`config.mk`:
```
export PLATFORM = sky130hd
export DESIGN_NAME = eeprom_rd_ctrl
export DESIGN_NICKNAME = d
export VERILOG_FILES = /design/src/rtl/eeprom_rd_ctrl.sv
export SDC_FILE = /design/constraint.sdc
export NUM_CORES = 1
export LEC_CHECK = 0
export BUFFER_PORTS_ARGS = -buffer_cell sky130_fd_sc_hd__buf_4
export CAP_MARGIN = 20
export CORE_MARGIN = 5
export CORE_UTILIZATION = 57
export DETAILED_ROUTE_END_ITERATION = 16
export GPL_TIMING_DRIVEN = 0
export PLACE_DENSITY = 0.81
export SETUP_SLACK_MARGIN = 0.2
export SYNTH_ARGS = -nofsm -noshare
export SYNTH_HDL_FRONTEND = slang
export SYNTH_SLANG_ARGS = --single-unit
```
`constraint.sdc`:
```
create_clock -name clk -period 5.1 [get_ports clk]
set_input_delay 0.765 -clock clk [delete_from_list [all_inputs] [get_ports clk]]
set_output_delay 0.765 -clock clk [all_outputs]
set_load 0.05 [all_outputs]
```
`src/rtl/eeprom_rd_ctrl.sv`:
```
module eeprom_rd_ctrl #(
  parameter int DIV_W      = 8,
  parameter int ADDR_W     = 6,
  parameter int WORD_W     = 16,
  parameter int BOOT_BASE  = 7,
  parameter int BOOT_WORDS = 3
) (
  input  logic                         clk,
  input  logic                         rst_n,
  input  logic                         start,
  input  logic [ADDR_W-1:0]            addr,
  input  logic [DIV_W-1:0]             div,
  input  logic                         boot_start,
  output logic                         ee_cs,
  output logic                         ee_sk,
  output logic                         ee_di,
  input  logic                         ee_do,
  output logic                         busy,
  output logic [WORD_W-1:0]            rd_data,
  output logic                         rd_done,
  output logic [BOOT_WORDS*WORD_W-1:0] mac_addr,
  output logic                         boot_done
);

  localparam int CMD_W = ADDR_W + 5;
  localparam int MAC_W = BOOT_WORDS * WORD_W;
  localparam int MAXB  = (CMD_W > WORD_W) ? CMD_W : WORD_W;
  localparam int BIT_W = $clog2(MAXB);
  localparam int BI_W  = (BOOT_WORDS > 1) ? $clog2(BOOT_WORDS) : 1;
  localparam logic [2:0] RD_OP = 3'b110;

  typedef enum logic [2:0] {S_IDLE, S_SETUP, S_CMD, S_GAP, S_DATA, S_HOLD, S_REL} st_t;

  st_t               st;
  logic              ph;
  logic [DIV_W-1:0]  tmr, div_q;
  logic [BIT_W-1:0]  bitc;
  logic [CMD_W-1:0]  cmd_sr;
  logic [WORD_W-1:0] dat_sr;
  logic              booting;
  logic [BI_W-1:0]   bidx;

  wire              tick    = (tmr == '0);
  wire [DIV_W-1:0]  div_eff = (div == '0) ? DIV_W'(1) : div;

  assign busy  = (st != S_IDLE);
  assign ee_cs = (st != S_IDLE) && (st != S_REL);
  assign ee_sk = ((st == S_CMD) && ph) || ((st == S_DATA) && !ph);
  assign ee_di = (st == S_CMD) && cmd_sr[CMD_W-1];

  always_ff @(posedge clk or negedge rst_n) begin
    if (!rst_n) begin
      st        <= S_IDLE;
      ph        <= 1'b0;
      tmr       <= '0;
      div_q     <= DIV_W'(1);
      bitc      <= '0;
      cmd_sr    <= '0;
      dat_sr    <= '0;
      booting   <= 1'b0;
      bidx      <= '0;
      rd_data   <= '0;
      rd_done   <= 1'b0;
      mac_addr  <= '0;
      boot_done <= 1'b0;
    end else begin
      rd_done   <= 1'b0;
      boot_done <= 1'b0;
      if (st == S_IDLE) begin
        if (boot_start || start) begin
          booting <= boot_start;
          bidx    <= '0;
          cmd_sr  <= {2'b00, RD_OP, boot_start ? ADDR_W'(BOOT_BASE) : addr};
          div_q   <= div_eff;
          tmr     <= div_eff - DIV_W'(1);
          ph      <= 1'b0;
          st      <= S_SETUP;
        end
      end else begin
        tmr <= tick ? div_q - DIV_W'(1) : tmr - DIV_W'(1);
        if (tick) begin
          case (st)
            S_SETUP: begin
              st   <= S_CMD;
              ph   <= 1'b0;
              bitc <= BIT_W'(CMD_W - 1);
            end
            S_CMD: begin
              if (!ph) ph <= 1'b1;
              else begin
                ph     <= 1'b0;
                cmd_sr <= cmd_sr << 1;
                if (bitc == '0) st <= S_GAP;
                else bitc <= bitc - BIT_W'(1);
              end
            end
            S_GAP: begin
              st   <= S_DATA;
              ph   <= 1'b0;
              bitc <= BIT_W'(WORD_W - 1);
            end
            S_DATA: begin
              if (!ph) begin
                dat_sr <= {dat_sr[WORD_W-2:0], ee_do};
                ph     <= 1'b1;
              end else begin
                ph <= 1'b0;
                if (bitc == '0) st <= S_HOLD;
                else bitc <= bitc - BIT_W'(1);
              end
            end
            S_HOLD: st <= S_REL;
            S_REL: begin
              if (booting) begin
                mac_addr <= {mac_addr[MAC_W-WORD_W-1:0], dat_sr};
                if (bidx == BI_W'(BOOT_WORDS - 1)) begin
                  booting   <= 1'b0;
                  boot_done <= 1'b1;
                  st        <= S_IDLE;
                end else begin
                  bidx   <= bidx + BI_W'(1);
                  cmd_sr <= {2'b00, RD_OP, ADDR_W'(BOOT_BASE + 1) + ADDR_W'(bidx)};
                  ph     <= 1'b0;
                  st     <= S_SETUP;
                end
              end else begin
                rd_data <= dat_sr;
                rd_done <= 1'b1;
                st      <= S_IDLE;
              end
            end
            default: st <= S_IDLE;
          endcase
        end
      end
    end
  end

  AST_SK_NEEDS_CS: assert property (@(posedge clk) disable iff (!rst_n)
    ee_sk |-> ee_cs);

  AST_DI_HELD_HIGH: assert property (@(posedge clk) disable iff (!rst_n)
    (ee_sk && $past(ee_sk)) |-> $stable(ee_di));

  AST_CS_DROP_SK_LOW: assert property (@(posedge clk) disable iff (!rst_n)
    $fell(ee_cs) |-> !$past(ee_sk));

  AST_DONE_ONE_CYCLE: assert property (@(posedge clk) disable iff (!rst_n)
    rd_done |=> !rd_done);

  AST_BOOT_DONE_ONE_CYCLE: assert property (@(posedge clk) disable iff (!rst_n)
    boot_done |=> !boot_done);

  AST_DONE_ENDS_BUSY: assert property (@(posedge clk) disable iff (!rst_n)
    (rd_done || boot_done) |-> !busy);

  AST_IDLE_LINES_LOW: assert property (@(posedge clk) disable iff (!rst_n)
    !busy |-> (!ee_cs && !ee_sk && !ee_di));

endmodule

```
# Word level (Yosys, flattened, before mapping)
# Index checks and enable logic that the tools add are counted.
dict set report word_totals {
  reg_bits 120
  out_inout_bits 70
  wordCells 123
}
dict set report classes {
  addsub 6
  eq_ne 18
  n_mux 53
  bitwise 3
  reduce_logical 30
}
# op count
set op_table {}
lappend op_table {{11-bit 2-to-1 mux} 6}
lappend op_table {{8-bit 2-to-1 mux} 4}
lappend op_table {{3-bit 2-to-1 mux} 8}
lappend op_table {{8-bit by 1-bit subtractor with 8-bit output (second input constant)} 3}
lappend op_table {{1-bit 2-to-1 mux} 22}
lappend op_table {{11-bit case mux with 2 select lines} 1}
lappend op_table {{3-bit case mux with 6 select lines} 1}
lappend op_table {{8-bit logical NOT} 2}
lappend op_table {{5-bit AND reduction} 3}
lappend op_table {{2-bit 2-to-1 mux} 6}
lappend op_table {{4-bit case mux with 3 select lines} 1}
lappend op_table {{4-bit AND reduction} 3}
lappend op_table {{6-bit AND reduction} 2}
lappend op_table {{3-bit equality test (second input constant)} 3}
lappend op_table {{3-bit != test (second input constant)} 3}
lappend op_table {{3-bit nonzero test} 3}
lappend op_table {{4-bit 2-to-1 mux} 2}
lappend op_table {{3-bit by 2-bit equality test with 1-bit output (second input constant)} 2}
lappend op_table {{6-bit 2-to-1 mux} 1}
lappend op_table {{3-bit by 1-bit != test with 1-bit output (second input constant)} 2}
lappend op_table {{3-bit by 2-bit != test with 1-bit output (second input constant)} 2}
lappend op_table {{2-bit nonzero test} 3}
lappend op_table {{4-bit by 2-bit adder with 5-bit output (first input constant)} 1}
lappend op_table {{1-bit logical AND} 4}
lappend op_table {{other kinds (16)} 22}

# Longest topological paths before layout
# Gate-level depths: netlist of run 1.
dict set report logic_depth {
  word_depth 6
  depth_mapped 10
  ltp_nobuf 8
}

# Worst setup path after synthesis of run 1
# OpenSTA, ideal clock, no wires.
dict set report synth_path {
  path_kind {register to output}
  from {register st[2]}
  to {output ee_cs}
  arrival_time_ns 1.907
  t_required_ns 4.335
  setup_slack_ns 2.428
  path_stages_with_launch 7
  path_buffers 2
  cell_sequence {dfrtp_1 > buf_2 > nor3_4 > inv_2 > clkbuf_1 > nand2_1 > inv_1}
}
dict set report synth_between {
  elab_chain_len 2
  elab_cells_between_ends 3
}
# item line_no
set synth_rtl {}
lappend synth_rtl {{start, declared} 34} ;# st_t st;
lappend synth_rtl {{start signal, assigned} 53} ;# st <= S_IDLE;
lappend synth_rtl {{start signal, assigned} 77} ;# st <= S_SETUP;
lappend synth_rtl {{start signal, assigned} 84} ;# st <= S_CMD;
lappend synth_rtl {{3-bit nonzero test} -}
lappend synth_rtl {{named net busy} 18} ;# output logic busy,
lappend synth_rtl {{1-bit logical AND} 47} ;# assign ee_cs = (st != S_IDLE) && (st != S_REL);
lappend synth_rtl {{end, declared} 14} ;# output logic ee_cs,
# The timed path passes the listed nets, and every way through them passes these cells.

# Final worst setup path of run 1
dict set report layout_path {
  from {register st[2]}
  to {output ee_cs}
}
dict set report layout_between {
  elab_chain_len 2
  elab_cells_between_ends 3
}
# item line_no
set layout_rtl {}
lappend layout_rtl {{3-bit != test / 3-bit nonzero test (equally long branches)} 47}
lappend layout_rtl {{1-bit logical AND (*)} 47}
# Mark *: on every way between the ends. The rest lies on a longest branch, timed or not.

==> reports/qor.csv, run 1 <==
metric;value;unit
status;finished, final reports clean;
CTS tree;yes;
TritonRoute pass-1 iters;4;
Final ANT Viol Nets;0;
GRT Residual Overflow;0;
worst hold margin;0.200;ns
# hold bufs at CTS;0;
final setup fails;0;
clock tree buffer depth;2;
worst slew pin tran;0.616;ns
vias in the first global route;3792;
first-pass GRT wire length;19500;µm
Hold Path Class;in -> async;
Max Slew Vio Count;0;
synthesized net count;438;
dpl hpwl;7600;µm
initial antenna violation count;0;
largest net degree at the start of global routing;64;
DP Area;6040;µm²
R2R cell count;5;
DRC Markers;0;
clk_skew;0.00845;ns
maximum capacitance violations;0;
Req. time, crit path;4.34;ns
critical path arrival;2.39;ns
Post-Syn Area;5220;µm²
YS warnings;0;
Nets;545;
routed len/inst;17.8;µm
Die Width;106;µm
clock buffer count from CTS;17;
Setup TNS;0;ns
setup repair bufs after CTS;0;
GR Util All Layers;0.222;
antenna cells;0;
Fmax;317;MHz
reg2reg start;tmr[2];
critical path peak fanout;10;
Hold Fails Final Rpt;0;
clk sinks;120;
min Tclk post-route;3.15;ns
PortBufs;87;
Final Cycle Share;0.618;
synth unique cells;50;
unrepaired setup endpoints after global routing;false;
GPL Wtd Cong;0.888;
design area;6660;µm²
Leakage Power;3.32;nW
register bit total from synthesis;120;
H-tree depth;4;
Die Height;106;µm
Setup CP Type;reg -> out;
Synth Flop Type;dfrtp_1;
post-CTS sizing;0;
Worst Setup End Kind;output pin;
FF-to-FF setup slack;2.68;ns
# IOs;89;
routed vias/inst;5.64;
Die ar.;11200;µm²
Area Overhead vs Synth;27.6;%
worst rel slew slack;0.586;
Routed Wire Length;11500;µm
cell area power density;488;nW/µm²
Clk pin slew, worst setup/hold paths;0.06;ns
sequential area share after synthesis;0.576;
Worst setup SP type;register;
worst skew pair latency;0.52;ns
Cells after Synth;416;
layout cells sized above 1;0.446;
Iteration-0 DRC Markers;146;
row cnt;35;
clock root buffer;clkbuf_8;
VDD IR-drop max;0.401;mV
Starting Density;0.576;
# fillers;594;
Synth Area per Inst;12.5;µm²
r2r endpoint;rd_data[5];
core area;9060;µm²
asr flop ratio synth;1.00;
Post-synth EDFFs;0;
Vias;3652;
==> registers in the layout, summed over array words and instances, names as in the netlist, 2 cells and up <==
register,cells
mac_addr,48
dat_sr,16
tmr,8
bidx,2
bitc,4
div_q,8
cmd_sr,11
rd_data,16
st,3
==> power by group <==
group	internal, mW	total (mW)	switching [mW]	leakage [nW]
Combinational	0.321	0.801	0.480	1.41
Sequential	1.10	1.22	0.123	1.62
Clock	0.770	1.22	0.454	0.295
==> kinds of logic (layout without fill, tap and decap cells) <==
group | count (synthesis) | in the layout | synth area share
adders and majority gates | 3 | 3 | 0.00720
and+or+nand+nor | 102 | 102 | 0.102
buffers and inverters | 30 | 150 | 0.0297
muxes | 92 | 92 | 0.199
AOI/OAI and AO/OA | 63 | 63 | 0.0763
DFF | 120 | 120 | 0.576
xor gates and xnor gates | 6 | 6 | 0.0101
==> worst max path at each step <==
stage | startpoint | endpoint | cells past startpoint
CTS | st[2] | ee_cs | 7
finish | st[2] | ee_cs | 7
floorplan | st[2] | ee_cs | 6
detailed placement | st[2] | ee_cs | 7
global route | st[2] | ee_cs | 7
global placement | st[2] | ee_cs | 7
==> per-stage QoR <==
stage	setup WS, ns	utilization	instances	power (mW)
finish	1.95	0.734	647	3.24
global route	1.82	0.734	647	3.42
CTS	1.96	0.734	647	3.26
detailed placement	2.52	0.666	615	2.02
global placement	2.57	0.663	614	1.98
floorplan	2.43	-	416	1.82
==> layer usage <==
layer | global-route usage | up-vias | wire, µm
met5 | 0 | - | 0
met4 | 0.0768 | 0 | 138
met3 | 0.0576 | 15 | 596
met2 | 0.365 | 110 | 5830
met1 | 0.287 | 1847 | 4930
li1 | - | 1680 | -
==> cells in the mapped netlist, types with 4 or more instances <==
master    number  share of area
nor2_1        24          0.017
o21ai_1       12          0.012
nand2_1       37          0.027
nand3_1        9         0.0086
xnor2_1        4         0.0067
nor3_1         9         0.0086
dfrtp_1      119           0.57
clkbuf_1       6         0.0043
buf_2          6         0.0058
a21oi_1       15          0.014
o21ai_0       14          0.013
a31oi_1        4         0.0048
a22oi_1        4         0.0058
mux2_2        89           0.19
inv_1          9         0.0065
==> worst max-delay path, stage by stage (launching register included) <==
cell	delay [ns]
dfrtp_1	0.32
buf_2	0.22
nor3_4	0.08
inv_2	0.15
clkbuf_1	0.47
nand2_1	0.19
inv_1	0.21
buf_4	0.23
==> placed cells by master, fill, tap and decap left out, drive strengths merged, types with 2 or more instances in the layout <==
cell type  synthesis  routed
clkinv             0       3
nor2b              2       2
nor4               4       4
a31oi              4       4
or3                2       2
inv               10      16
clkinvlp           0       2
a221oi             2       2
dfrtp            119     119
bufinv             0       3
ha                 3       3
clkbuf             7      25
xor2               2       2
nand2b             3       3
a22oi              4       4
mux2              92      92
and2               3       3
xnor2              4       4
o21ai             26      26
buf               13     101
nor3              11      11
nor2              25      25
a21oi             18      18
nand3              9       9
o31ai              3       3
nand2             38      38
==> layout make-up <==
cell class	count	area (µm²)	share of cell area
Clock inverter	14	186	0.0280
Sequential cell	120	3000	0.451
Inverter	10	37.5	0.00564
Timing Repair Buffer	88	684	0.103
Buffer	20	118	0.0177
Multi-Input combinational cell	266	2060	0.309
Tap cell	111	139	0.0209
Clock buffer	18	428	0.0643
Power figures use the tool's default switching activity.
==> inputs of run 2 (changes only) <==
--- a/config.mk
+++ b/config.mk
@@ -8,10 +8,10 @@
 export BUFFER_PORTS_ARGS = -buffer_cell sky130_fd_sc_hd__buf_4
 export CAP_MARGIN = 20
 export CORE_MARGIN = 5
-export CORE_UTILIZATION = 57
+export CORE_UTILIZATION = 50
 export DETAILED_ROUTE_END_ITERATION = 16
 export GPL_TIMING_DRIVEN = 0
-export PLACE_DENSITY = 0.81
+export PLACE_DENSITY = 0.75
 export SETUP_SLACK_MARGIN = 0.2
 export SYNTH_ARGS = -nofsm -noshare
 export SYNTH_HDL_FRONTEND = slang
==> constraint.sdc (replaced) <==
create_clock -name clk -period 2.6 [get_ports clk]
set_input_delay 0.39 -clock clk [delete_from_list [all_inputs] [get_ports clk]]
set_output_delay 0.39 -clock clk [all_outputs]
set_load 0.05 [all_outputs]
==> run 2 against run 1 <==
- die area grew 13%
- clock power up 79%
- clock skew down 0.0041 ns
- sequential share of layout area decreased by 0.32 points
- critical path type unchanged
- hold slack lost 0.089 ns
- cell area up 0.75%
- highest routed layer unchanged
==> reports/qor.csv, run 2 (same netlist as run 1, synthesis figures left out) <==
metric;value;unit;change
unrepaired setup endpoints after global routing;true;;
design area;6710;µm²;+0.75%
GR Util All Layers;0.183;;-0.0395
DP Area;6070;µm²;+0.52%
Leakage Power;3.32;nW;+0.21%
area of the multi-input gates;2060;µm²;+0.12%
Starting Density;0.510;;-0.0656
antenna cells;0;;unchanged
routed vias/inst;5.31;;-5.9%
H-tree depth;4;;unchanged
initial antenna violation count;0;;unchanged
R2R cell count;7;;+2
Hold Path Class;in -> reg;;
clk_skew;0.00430;ns;-0.00415 ns
sequential cell area;3010;µm²;about the same
Die Height;112;µm;+6.1%
GPL Wtd Cong;0.834;;-6.1%
VDD IR-drop max;0.455;mV;+14%
clock buffer count from CTS;17;;unchanged
crit-path max cell delay;0.36;ns;-0.11 ns
DP Cell Count;640;;+4.1%
Critical path buffers and inverters;5;;unchanged
maximum capacitance violations;0;;unchanged
commonest non-fill, non-tap cell in the layout;dfrtp_1;;
first-pass GRT wire length;18500;µm;-5.2%
Fmax;439;MHz;
# fillers;787;;+32%
Area Overhead vs Synth;28.5;%;
min Tclk post-route;2.28;ns;
vias in the first global route;3638;;-4.1%
routed len/inst;16.3;µm;-8.4%
Worst setup SP type;register;;
slowest CP cell;dfrtp_1;;
critical path arrival;1.89;ns;-0.50 ns
Max Slew Vio Count;0;;unchanged
TritonRoute pass-1 iters;4;;unchanged
non-filler cells, final;678;;+4.8%
core area;10200;µm²;+13%
Setup TNS;0;ns;unchanged
PortBufs;87;;unchanged
DRC Markers;0;;unchanged
worst-path cell chain;buf_2 > nor3_4 > inv_4 > clkbuf_8 > nand2_1 > inv_2 > buf_6;;
crit path to;ee_cs;;
Vias;3603;;-1.3%
clk sinks;120;;unchanged
Worst Setup End Kind;output pin;;
Hold Fails Final Rpt;0;;unchanged
Clk pin slew, worst setup/hold paths;0.06;ns;about the same
Iteration-0 DRC Markers;121;;-17%
status;finished, final reports clean;;
biggest regs;mac_addr x48, dat_sr x16, rd_data x16;;
Req. time, crit path;2.21;ns;-2.13 ns
critical path peak fanout;10;;unchanged
clock root buffer;clkbuf_8;;
clock tree buffer depth;2;;unchanged
Final Cycle Share;0.876;;
largest net degree at the start of global routing;68;;+6.3%
dpl hpwl;7650;µm;+0.75%
row cnt;37;;+5.7%
CTS tree;yes;;
Die ar.;12600;µm²;+13%
Setup CP Type;reg -> out;;
Nets;551;;+1.1%
worst rel slew slack;0.602;;+0.0159
cell area power density;920;nW/µm²;+89%
Die Width;112;µm;+6.1%
Routed Wire Length;11000;µm;-4.1%
layout cells sized above 1;0.459;;+0.0135
GRT Residual Overflow;0;;unchanged
reg2reg start;tmr[3];;
Setup crit start;st[2];;
r2r endpoint;mac_addr[40];;
FF-to-FF setup slack;0.37;ns;-2.31 ns
CP top delay family;buffers and inverters;;
max reg flops;48;;unchanged
worst hold margin;0.110;ns;-0.0892 ns
# IOs;89;;unchanged
final setup fails;0;;unchanged
worst slew pin tran;0.597;ns;-0.0193 ns
Largest Register;mac_addr;;
Final ANT Viol Nets;0;;unchanged
worst skew pair latency;0.52;ns;about the same
Levels on crit path;7;;unchanged
Final Power;6.17;mW;+90%
most frequent cells in the layout;118 x dfrtp_1, 93 x buf_4, 89 x mux2_2, 36 x nand2_1, 24 x nor2_1;;
## run 2: cell count changes in the layout (fill, tap and decap cells not counted), moves of 2 or more
cell / change
clkinvlp_4: +4
clkbuf_1: -2
bufinv_16: -2
inv_6: -4
clkinv_2: +2
buf_4: +4
clkbuf_8: +2
## run 2: how the worst min path moves through the flow
stage,startpoint,end,cells after the start
2_1_floorplan,rst_n,bidx[0],0
3_5_place_dp,rst_n,mac_addr[26],1
3_3_place_gp,cmd_sr[2],cmd_sr[2],2
6_report,ee_do,dat_sr[0],2
5_1_grt,ee_do,dat_sr[0],2
4_1_cts,ee_do,dat_sr[0],2
## run 2: repair_timing
action / CTS / global route
pin swaps: 2 / 3
endpoints found under the hold margin: 52 / 0
gates resized for setup: 6 / 4
hold buffers: 1 / 0
endpoints found under the setup margin: 11 / 22
buffers inserted: 1 / 4
## run 2: through the flow
step                 util  worst slack [ns]
floorplan               -             0.303
global placement    0.590             0.214
detailed placement  0.593             0.169
CTS                 0.652             0.199
global route        0.655             0.192
finish              0.655             0.323
## run 2: worst reg2reg max path, cell delays in order, from the launching register on
cell,delay [ns]
dfrtp_1,0.41
nor3_1,0.44
nand2_2,0.20
nor3_2,0.24
nand2_1,0.12
buf_4,0.21
buf_6,0.17
mux2_1,0.32
## run 2: where the power goes
group	leakage (nW)	switching, mW	internal (mW)	total, mW
Combinational	1.45	0.936	0.665	1.60
Clock	0.260	0.861	1.32	2.18
Sequential	1.61	0.235	2.15	2.39
## run 2: per-layer routing
metal,vias to the layer above,GRT usage,share of wire
met3,27,0.0442,0.047
met2,80,0.291,0.49
met4,0,0.0777,0.022
met5,-,0,0
li1,1692,-,-
met1,1804,0.240,0.44
## run 2: cell type report
class | count | area share
inverters | 10 | 0.00597
clock inverters | 13 | 0.0183
clock buffers | 19 | 0.0659
repair buffers | 94 | 0.110
plain buffers | 20 | 0.0192
flip-flops and latches | 120 | 0.448
multi-input cells | 266 | 0.307
well taps | 136 | 0.0254
